File: src/rtl/qwdma_pkg.sv
package qwdma_pkg;

   // descriptor type codes (bits [30:28] of a descriptor)
   localparam logic [2:0] KIND_REMOTE_LAST = 3'd0;
   localparam logic [2:0] KIND_INLINE_CONT = 3'd1;
   localparam logic [2:0] KIND_INLINE_JUMP = 3'd2;
   localparam logic [2:0] KIND_REMOTE_CONT = 3'd3;
   localparam logic [2:0] KIND_INLINE_LAST = 3'd7;

   localparam int TAG_CNT_W  = 16;
   localparam int TAG_ADDR_W = 31;

   // register selects
   localparam logic [1:0] SEL_CTRL = 2'd0;
   localparam logic [1:0] SEL_MPTR = 2'd1;
   localparam logic [1:0] SEL_TPTR = 2'd2;
   localparam logic [1:0] SEL_QCNT = 2'd3;

   // control bit positions
   localparam int CB_GO    = 0;
   localparam int CB_CHAIN = 1;
   localparam int CB_ERR   = 2;

   typedef struct packed {
      logic [TAG_CNT_W-1:0]  qwc;
      logic [2:0]            kind;
      logic [TAG_ADDR_W-1:0] addr;
   } tag_fields_t;

   typedef struct packed {
      logic inline_data;      // payload follows the descriptor
      logic next_after_data;  // next descriptor follows the payload
      logic next_from_field;  // next descriptor at the address field
      logic next_after_tag;   // next descriptor follows this descriptor
      logic last;             // chain ends after this link
      logic bad;              // unknown type
   } tag_plan_t;

   typedef enum logic [2:0] {
      S_IDLE,
      S_TAG_REQ,
      S_TAG_WAIT,
      S_DAT_REQ,
      S_DAT_WAIT,
      S_LINK_END,
      S_DRAIN
   } seq_state_e;

endpackage

File: src/rtl/qwdma_tag_decode.sv
module qwdma_tag_decode
   import qwdma_pkg::*;
(
   input  logic [63:0] tag_lo,
   output tag_fields_t fields,
   output tag_plan_t   plan
);

   logic unused_tag_bits;
   assign unused_tag_bits = ^{tag_lo[63], tag_lo[31], tag_lo[27:16]};

   always_comb begin
      fields.qwc  = tag_lo[15:0];
      fields.kind = tag_lo[30:28];
      fields.addr = tag_lo[62:32];
      plan = '0;
      unique case (fields.kind)
         KIND_REMOTE_LAST: plan.last = 1'b1;
         KIND_INLINE_CONT: begin
            plan.inline_data     = 1'b1;
            plan.next_after_data = 1'b1;
         end
         KIND_INLINE_JUMP: begin
            plan.inline_data     = 1'b1;
            plan.next_from_field = 1'b1;
         end
         KIND_REMOTE_CONT: plan.next_after_tag = 1'b1;
         KIND_INLINE_LAST: begin
            plan.inline_data = 1'b1;
            plan.last        = 1'b1;
         end
         default: plan.bad = 1'b1;
      endcase
   end

endmodule

File: src/rtl/qwdma_out_fifo.sv
module qwdma_out_fifo #(
   parameter int W     = 128,
   parameter int DEPTH = 2
) (
   input  logic         clk,
   input  logic         rst_n,
   input  logic         push,
   input  logic [W-1:0] din,
   output logic         out_valid,
   output logic [W-1:0] out_data,
   input  logic         out_ready,
   output logic         space,
   output logic         empty
);

   if (DEPTH < 1) begin : g_bad_depth
      $error("qwdma_out_fifo: DEPTH must be at least 1");
   end

   logic pop;
   assign pop = out_valid & out_ready;

   if (DEPTH == 1) begin : g_single
      logic         full_q;
      logic [W-1:0] data_q;

      always_ff @(posedge clk) begin
         if (!rst_n) full_q <= 1'b0;
         else        full_q <= push | (full_q & ~pop);
      end

      always_ff @(posedge clk) begin
         if (push) data_q <= din;
      end

      assign out_valid = full_q;
      assign out_data  = data_q;
      assign space     = ~full_q;
      assign empty     = ~full_q;
   end else begin : g_ring
      localparam int PW = $clog2(DEPTH);
      localparam int CW = $clog2(DEPTH + 1);

      logic [W-1:0]  slot [DEPTH];
      logic [PW-1:0] wp, rp;
      logic [CW-1:0] cnt;

      always_ff @(posedge clk) begin
         if (!rst_n) begin
            wp  <= '0;
            rp  <= '0;
            cnt <= '0;
         end else begin
            if (push) wp <= (wp == PW'(DEPTH - 1)) ? '0 : wp + PW'(1);
            if (pop)  rp <= (rp == PW'(DEPTH - 1)) ? '0 : rp + PW'(1);
            cnt <= cnt + CW'(push) - CW'(pop);
         end
      end

      always_ff @(posedge clk) begin
         if (push) slot[wp] <= din;
      end

      assign out_valid = (cnt != '0);
      assign out_data  = slot[rp];
      assign space     = (cnt < CW'(DEPTH));
      assign empty     = (cnt == '0);
   end

endmodule

File: src/rtl/qwdma_seq.sv
module qwdma_seq
   import qwdma_pkg::*;
#(
   parameter int AW = 32,
   parameter int DW = 128
) (
   input  logic                 clk,
   input  logic                 rst_n,
   input  logic                 cfg_wr,
   input  logic [1:0]           cfg_sel,
   input  logic [31:0]          cfg_wdata,
   output logic                 busy,
   output logic                 chain_mode,
   output logic                 err_flag,
   output logic [AW-1:0]        mem_ptr,
   output logic [AW-1:0]        tag_ptr,
   output logic [TAG_CNT_W-1:0] qw_left,
   input  tag_fields_t          tag_f,
   input  tag_plan_t            tag_p,
   output logic                 mem_req,
   output logic [AW-1:0]        mem_addr,
   input  logic                 mem_ready,
   input  logic                 mem_rvalid,
   output logic                 push,
   input  logic                 fifo_space,
   input  logic                 fifo_empty
);

   localparam int            LSB  = $clog2(DW / 8);
   localparam logic [AW-1:0] STEP = AW'(DW / 8);
   localparam logic [AW-1:0] LOWM = AW'((1 << LSB) - 1);

   function automatic logic [AW-1:0] align_f(input logic [AW-1:0] a);
      return a & ~LOWM;
   endfunction

   seq_state_e st;
   logic       last_link;
   logic       next_after_data;
   logic       wr_ok;

   assign busy  = (st != S_IDLE);
   assign wr_ok = cfg_wr & ~busy;

   always_comb begin
      mem_req  = (st == S_TAG_REQ) |
                 ((st == S_DAT_REQ) & (qw_left != '0) & fifo_space);
      mem_addr = (st == S_TAG_REQ) ? tag_ptr : mem_ptr;
      push     = (st == S_DAT_WAIT) & mem_rvalid;
   end

   always_ff @(posedge clk) begin
      if (!rst_n) begin
         st              <= S_IDLE;
         chain_mode      <= 1'b0;
         err_flag        <= 1'b0;
         mem_ptr         <= '0;
         tag_ptr         <= '0;
         qw_left         <= '0;
         last_link       <= 1'b0;
         next_after_data <= 1'b0;
      end else begin
         unique case (st)
            S_IDLE: begin
               if (wr_ok) begin
                  unique case (cfg_sel)
                     SEL_CTRL: begin
                        chain_mode <= cfg_wdata[CB_CHAIN];
                        if (cfg_wdata[CB_GO]) begin
                           err_flag <= 1'b0;
                           st <= cfg_wdata[CB_CHAIN] ? S_TAG_REQ : S_DAT_REQ;
                        end
                     end
                     SEL_MPTR: mem_ptr <= align_f(AW'(cfg_wdata));
                     SEL_TPTR: tag_ptr <= align_f(AW'(cfg_wdata));
                     SEL_QCNT: qw_left <= cfg_wdata[TAG_CNT_W-1:0];
                     default: ;
                  endcase
               end
            end
            S_TAG_REQ: begin
               if (mem_ready) st <= S_TAG_WAIT;
            end
            S_TAG_WAIT: begin
               if (mem_rvalid) begin
                  if (tag_p.bad) begin
                     err_flag <= 1'b1;
                     st       <= S_DRAIN;
                  end else begin
                     qw_left         <= tag_f.qwc;
                     mem_ptr         <= tag_p.inline_data ? tag_ptr + STEP
                                                          : align_f(AW'(tag_f.addr));
                     last_link       <= tag_p.last;
                     next_after_data <= tag_p.next_after_data;
                     if (tag_p.next_from_field)
                        tag_ptr <= align_f(AW'(tag_f.addr));
                     else if (tag_p.next_after_tag)
                        tag_ptr <= tag_ptr + STEP;
                     st <= S_DAT_REQ;
                  end
               end
            end
            S_DAT_REQ: begin
               if (qw_left == '0)
                  st <= chain_mode ? S_LINK_END : S_DRAIN;
               else if (fifo_space & mem_ready)
                  st <= S_DAT_WAIT;
            end
            S_DAT_WAIT: begin
               if (mem_rvalid) begin
                  mem_ptr <= mem_ptr + STEP;
                  qw_left <= qw_left - TAG_CNT_W'(1);
                  st      <= S_DAT_REQ;
               end
            end
            S_LINK_END: begin
               if (last_link) begin
                  st <= S_DRAIN;
               end else begin
                  if (next_after_data) tag_ptr <= mem_ptr;
                  st <= S_TAG_REQ;
               end
            end
            S_DRAIN: begin
               if (fifo_empty) st <= S_IDLE;
            end
            default: st <= S_IDLE;
         endcase
      end
   end

endmodule

File: src/rtl/qw_chain_dma.sv
module qw_chain_dma
   import qwdma_pkg::*;
#(
   parameter int AW         = 32,
   parameter int DW         = 128,
   parameter int FIFO_DEPTH = 2
) (
   input  logic          clk,
   input  logic          rst_n,
   input  logic          cfg_wr,
   input  logic [1:0]    cfg_sel,
   input  logic [31:0]   cfg_wdata,
   output logic [31:0]   cfg_rdata,
   output logic          mem_req,
   output logic [AW-1:0] mem_addr,
   input  logic          mem_ready,
   input  logic          mem_rvalid,
   input  logic [DW-1:0] mem_rdata,
   output logic          out_valid,
   output logic [DW-1:0] out_data,
   input  logic          out_ready
);

   if (AW < 8 || AW > 32) begin : g_bad_aw
      $error("qw_chain_dma: AW must lie in 8..32");
   end
   if (DW < 64 || (DW & (DW - 1)) != 0) begin : g_bad_dw
      $error("qw_chain_dma: DW must be a power of two of at least 64");
   end

   tag_fields_t          tag_f;
   tag_plan_t            tag_p;
   logic                 busy, chain_mode, err_flag;
   logic [AW-1:0]        mem_ptr, tag_ptr;
   logic [TAG_CNT_W-1:0] qw_left;
   logic                 push, fifo_space, fifo_empty;

   qwdma_tag_decode u_dec (
      .tag_lo (mem_rdata[63:0]),
      .fields (tag_f),
      .plan   (tag_p)
   );

   qwdma_seq #(.AW(AW), .DW(DW)) u_seq (
      .clk        (clk),
      .rst_n      (rst_n),
      .cfg_wr     (cfg_wr),
      .cfg_sel    (cfg_sel),
      .cfg_wdata  (cfg_wdata),
      .busy       (busy),
      .chain_mode (chain_mode),
      .err_flag   (err_flag),
      .mem_ptr    (mem_ptr),
      .tag_ptr    (tag_ptr),
      .qw_left    (qw_left),
      .tag_f      (tag_f),
      .tag_p      (tag_p),
      .mem_req    (mem_req),
      .mem_addr   (mem_addr),
      .mem_ready  (mem_ready),
      .mem_rvalid (mem_rvalid),
      .push       (push),
      .fifo_space (fifo_space),
      .fifo_empty (fifo_empty)
   );

   qwdma_out_fifo #(.W(DW), .DEPTH(FIFO_DEPTH)) u_fifo (
      .clk       (clk),
      .rst_n     (rst_n),
      .push      (push),
      .din       (mem_rdata),
      .out_valid (out_valid),
      .out_data  (out_data),
      .out_ready (out_ready),
      .space     (fifo_space),
      .empty     (fifo_empty)
   );

   always_comb begin
      unique case (cfg_sel)
         SEL_CTRL: begin
            cfg_rdata         = '0;
            cfg_rdata[CB_GO]    = busy;
            cfg_rdata[CB_CHAIN] = chain_mode;
            cfg_rdata[CB_ERR]   = err_flag;
         end
         SEL_MPTR: cfg_rdata = 32'(mem_ptr);
         SEL_TPTR: cfg_rdata = 32'(tag_ptr);
         SEL_QCNT: cfg_rdata = 32'(qw_left);
         default:  cfg_rdata = '0;
      endcase
   end

endmodule

File: config.mk
export PLATFORM = sky130hd
export DESIGN_NAME = qw_chain_dma
export DESIGN_NICKNAME = d
export VERILOG_FILES = /design/src/rtl/qwdma_pkg.sv /design/src/rtl/qwdma_tag_decode.sv /design/src/rtl/qwdma_out_fifo.sv /design/src/rtl/qwdma_seq.sv /design/src/rtl/qw_chain_dma.sv
export SDC_FILE = /design/constraint.sdc
export NUM_CORES = 1
export LEC_CHECK = 0
export BUFFER_PORTS_ARGS = -buffer_cell sky130_fd_sc_hd__buf_2
export CAP_MARGIN = 20
export CORE_ASPECT_RATIO = 1.5
export CORE_MARGIN = 5
export CORE_UTILIZATION = 35
export DETAILED_ROUTE_END_ITERATION = 6
export HOLD_SLACK_MARGIN = 0.05
export RECOVER_POWER = 50
export SLEW_MARGIN = 20
export SYNTH_ARGS = -nofsm -noshare
export SYNTH_HDL_FRONTEND = slang
export SYNTH_SLANG_ARGS = --single-unit
export TNS_END_PERCENT = 10
File: constraint.sdc
create_clock -name clk -period 7.9 [get_ports clk]
set_input_delay 0 -clock clk [delete_from_list [all_inputs] [get_ports clk]]
set_output_delay 0 -clock clk [all_outputs]
set_load 0.005 [all_outputs]
==> results by group <==
Critical path
  • Delay of the slowest critical-path stage: 2.10 ns
  • R2R cell count: 4
  • Setup CP Type: reg -> reg
  • Critical Path Fanout Max: 60
  • Reg2reg setup slack: 3.02 ns
  • Worst path cell trace: clkbuf_1, and2_0, and3_1, buf_4
  • Setup crit start kind: flip-flop
  • Crit path buf inv count: 2
  • CP top delay family: simple AND/OR/NAND/NOR gates
  • Critical path depth: 4
  • Nature of the critical path endpoint: flip-flop
  • CP arrival: 5.03 ns
  • Req. time, crit path: 8.05 ns
  • Slowest cell on crit path: and3_1

Cells and area
  • P&R area growth vs syn: 27.6%
  • Final std cells w/o fill: 2,602
  • Final core utilization: 44.9%
  • Layout cell share with drive strength beyond 1: 23.9%
  • Layout Nets: 2,092

STA
  • Final WS setup: 3.02 ns
  • Sum Neg Setup Slack: 0 ns
  • Clock skew: 0.0197 ns
  • Final hold vios: 0
  • Slew headroom: -101%
  • Endpoints failing setup: 0
  • Final Slew Violations: 239
  • Fmax: 205 MHz
  • RSZ-0062 raised after global routing: no
  • Post-layout min period: 4.88 ns
  • Worst-margin pin slew: 3.01 ns
  • Final Cycle Share: 61.8%

Power
  • Leak: 7.54 nW
  • Power Density: 312 mW/mm^2
  • Peak supply drop: 0.175 mV

Detailed routing
  • # DRC: 2
  • Drt total wl: 59,300 um
  • DR vias: 14,300
  • Initial DRC Count: 1,340
  • Vias per cell: 5.49
  • Avg WL per Cell: 22.8 um
  • Antenna-violating nets left: 0
  • 1st-pass router iterations: 7

Synth
  • Most frequent cell after synthesis: edfxtp_1
  • YS warnings: 0
  • Post-synthesis mux area share: 11.9%
  • Mapped cell area: 0.0171 mm^2
  • Post-synthesis xor/xnor area fraction: 1.89%
  • Largest area contributor in the netlist: edfxtp_1
  • Post-synth EDFFs: 256
  • Synth cell count leaders: edfxtp_1 (256), mux2_2 (173), nand2_1 (110)
  • Synth Area in Adders: 0.366%
  • Synth top area share: 45.0%
  • Mapped Cells: 1,464
  • Primary FF master, synth: edfxtp_1
  • Top post-synthesis cells by area: edfxtp_1 (45%), mux2_2 (11%), dfxtp_1 (11%)
  • Synth Area in Compound Gates: 15.3%
  • Seq/Total Area, Yosys: 55.8%
  • Syn Area/Cell: 11.7 um^2
  • Simple-gate portion of the synthesized area: 11.0%
  • Fraction of registers with async set/reset: 0%
  • Post-synthesis register bit count: 348
  • Combinational family with the most area after synthesis: compound AO/OA/AOI/OAI gates
  • Post-synthesis cell type count: 85
  • Syn nets: 1,637

Hold path
  • Hold Path Stages: 4
  • Min-Delay Path Class: in -> reg

Die
  • Die Footprint: 0.0534 mm^2
  • FP Rows: 99
  • DIE WIDTH: 190 um
  • Ports: 362
  • Core area: 0.0486 mm^2
  • DIE HEIGHT: 281 um
  • Initial core utilization: 35.2%

Status
  • Failing checks: DRC, capacitance limit, slew limit
  • Status: finished, violations left

Placement
  • Placer Congestion: 0.921
  • Placed cell count: 2,373
  • Pre-CTS WS: 4.70 ns
  • Port Buf Inserts: 361
  • DP Wirelength: 41,300 um

Clock network
  • Sinks on Clock Net: 348
  • Worst-skew pair later-pin latency: 0.52 ns
  • CTS buffer count: 36
  • Clock Path Buffers: 3
  • CTS tree: built
  • Clk pin slew, worst setup/hold paths: 0.07 ns
  • Postcts setup bufs: 0
  • Clock root buffer: clkbuf_16
  • Htree depth: 2

Global routing
  • Vias in the first global route: 14,200
  • First-pass GRT wire length: 86,500 um
  • Largest net degree at the start of global routing: 129
  • GRT Util Overall: 20.9%
  • Initial antenna violation count: 2
  • Grt ovf: 0

Job
  • Max-cap violations: 6
[kinds of logic after synthesis]
logic type                 after synthesis
AOI/OAI and AO/OA                      385
and+or+nand+nor                        371
DFF                                    348
muxes                                  177
buffers and inverters                  142
xor gates and xnor gates                36
adders and majority gates                5
[registers in the layout, indices dropped and copies added, names as in the netlist, named ones only]
name                   cells
u_fifo.g_ring.rp           1
u_seq.chain_mode           1
u_fifo.g_ring.slot       256
u_fifo.g_ring.wp           1
u_fifo.g_ring.cnt          2
u_seq.mem_ptr             32
u_seq.last_link            1
u_seq.st                   3
u_seq.qw_left             16
u_seq.next_after_data      1
u_seq.tag_ptr             32
u_seq.err_flag             1
[layout by cell type (no fill, tap or decap), drive strengths merged, types with 15 or more instances in the layout]
cell type	synthesis	layout
nand4	25	25
edfxtp	256	256
nand3	32	32
a221oi	16	16
nand2	111	111
a21oi	84	84
o21ai	103	103
a211oi	19	19
dlygate4sd3	0	164
nor2	80	80
a22oi	28	28
buf	42	196
nor3	24	24
a22o	31	31
xor2	17	17
clkbuf	85	232
inv	15	15
mux2	173	173
dfxtp	92	92
xnor2	19	19
[path summary, 6_finish.rpt]
| check | from | to |
|---|---|---|
| worst min register to register | u_seq.qw_left[15] | u_seq.qw_left[15] |
| worst max register to register | u_seq.st[2] | u_fifo.g_ring.slot[1][45] |
| worst min-delay path | rst_n | u_seq.mem_ptr[22] |
| worst max-delay path | u_seq.st[2] | u_fifo.g_ring.slot[1][45] |
[timing repair]
| item | CTS | global route |
|---|---|---|
| gates resized for setup | 0 | 0 |
| endpoints found under the hold margin | 335 | 0 |
| setup endpoints to repair | 0 | 0 |
| hold buffers | 164 | 0 |
[power by group]
part / internal (mW) / switching [mW]
Sequential: 2.22 / 0.433
Clock: 0.896 / 0.706
Combinational: 1.10 / 1.45
Total: 4.21 / 2.59
[per-layer routing]
metal  vias up  GRT usage [%]  wire length, um
met3       144           3.07             3720
met2       695           38.1            30700
met5         -              0                0
met4         0           9.62             2970
met1      6925           24.2            22000
li1       6520              -                -
[layout make-up]
| type | count | area, um^2 |
|---|---|---|
| clock buffer | 48 | 967 |
| tap | 656 | 821 |
| clock inverter | 15 | 106 |
| antenna | 2 | 5.00 |
| timing repair buffer | 544 | 3380 |
| fill | 4670 | 26800 |
| inverter | 15 | 57.6 |
| multi-input combinational | 974 | 6940 |
| sequential | 348 | 9530 |
[worst min-delay path, delay by kind of cell]
kind / cells / cell delay, ns
simple gates: 1 / 0.11
buf+inv: 2 / 0.37
compound gates: 1 / 0.06
[through the flow]
| step | hold WS [ns] | power, mW | area, um^2 |
|---|---|---|---|
| 2_1_floorplan | 0.0989 | 4.20 | 17100 |
| 4_1_cts | 0.0538 | 6.83 | 22000 |
| 3_5_place_dp | 0.193 | 5.15 | 19300 |
| 5_1_grt | 0.0921 | 7.14 | 21800 |
| 3_3_place_gp | 0.189 | 5.10 | 19300 |
| 6_report | 0.0715 | 6.80 | 21800 |
Note: power is estimated with default switching activity, not from simulation.
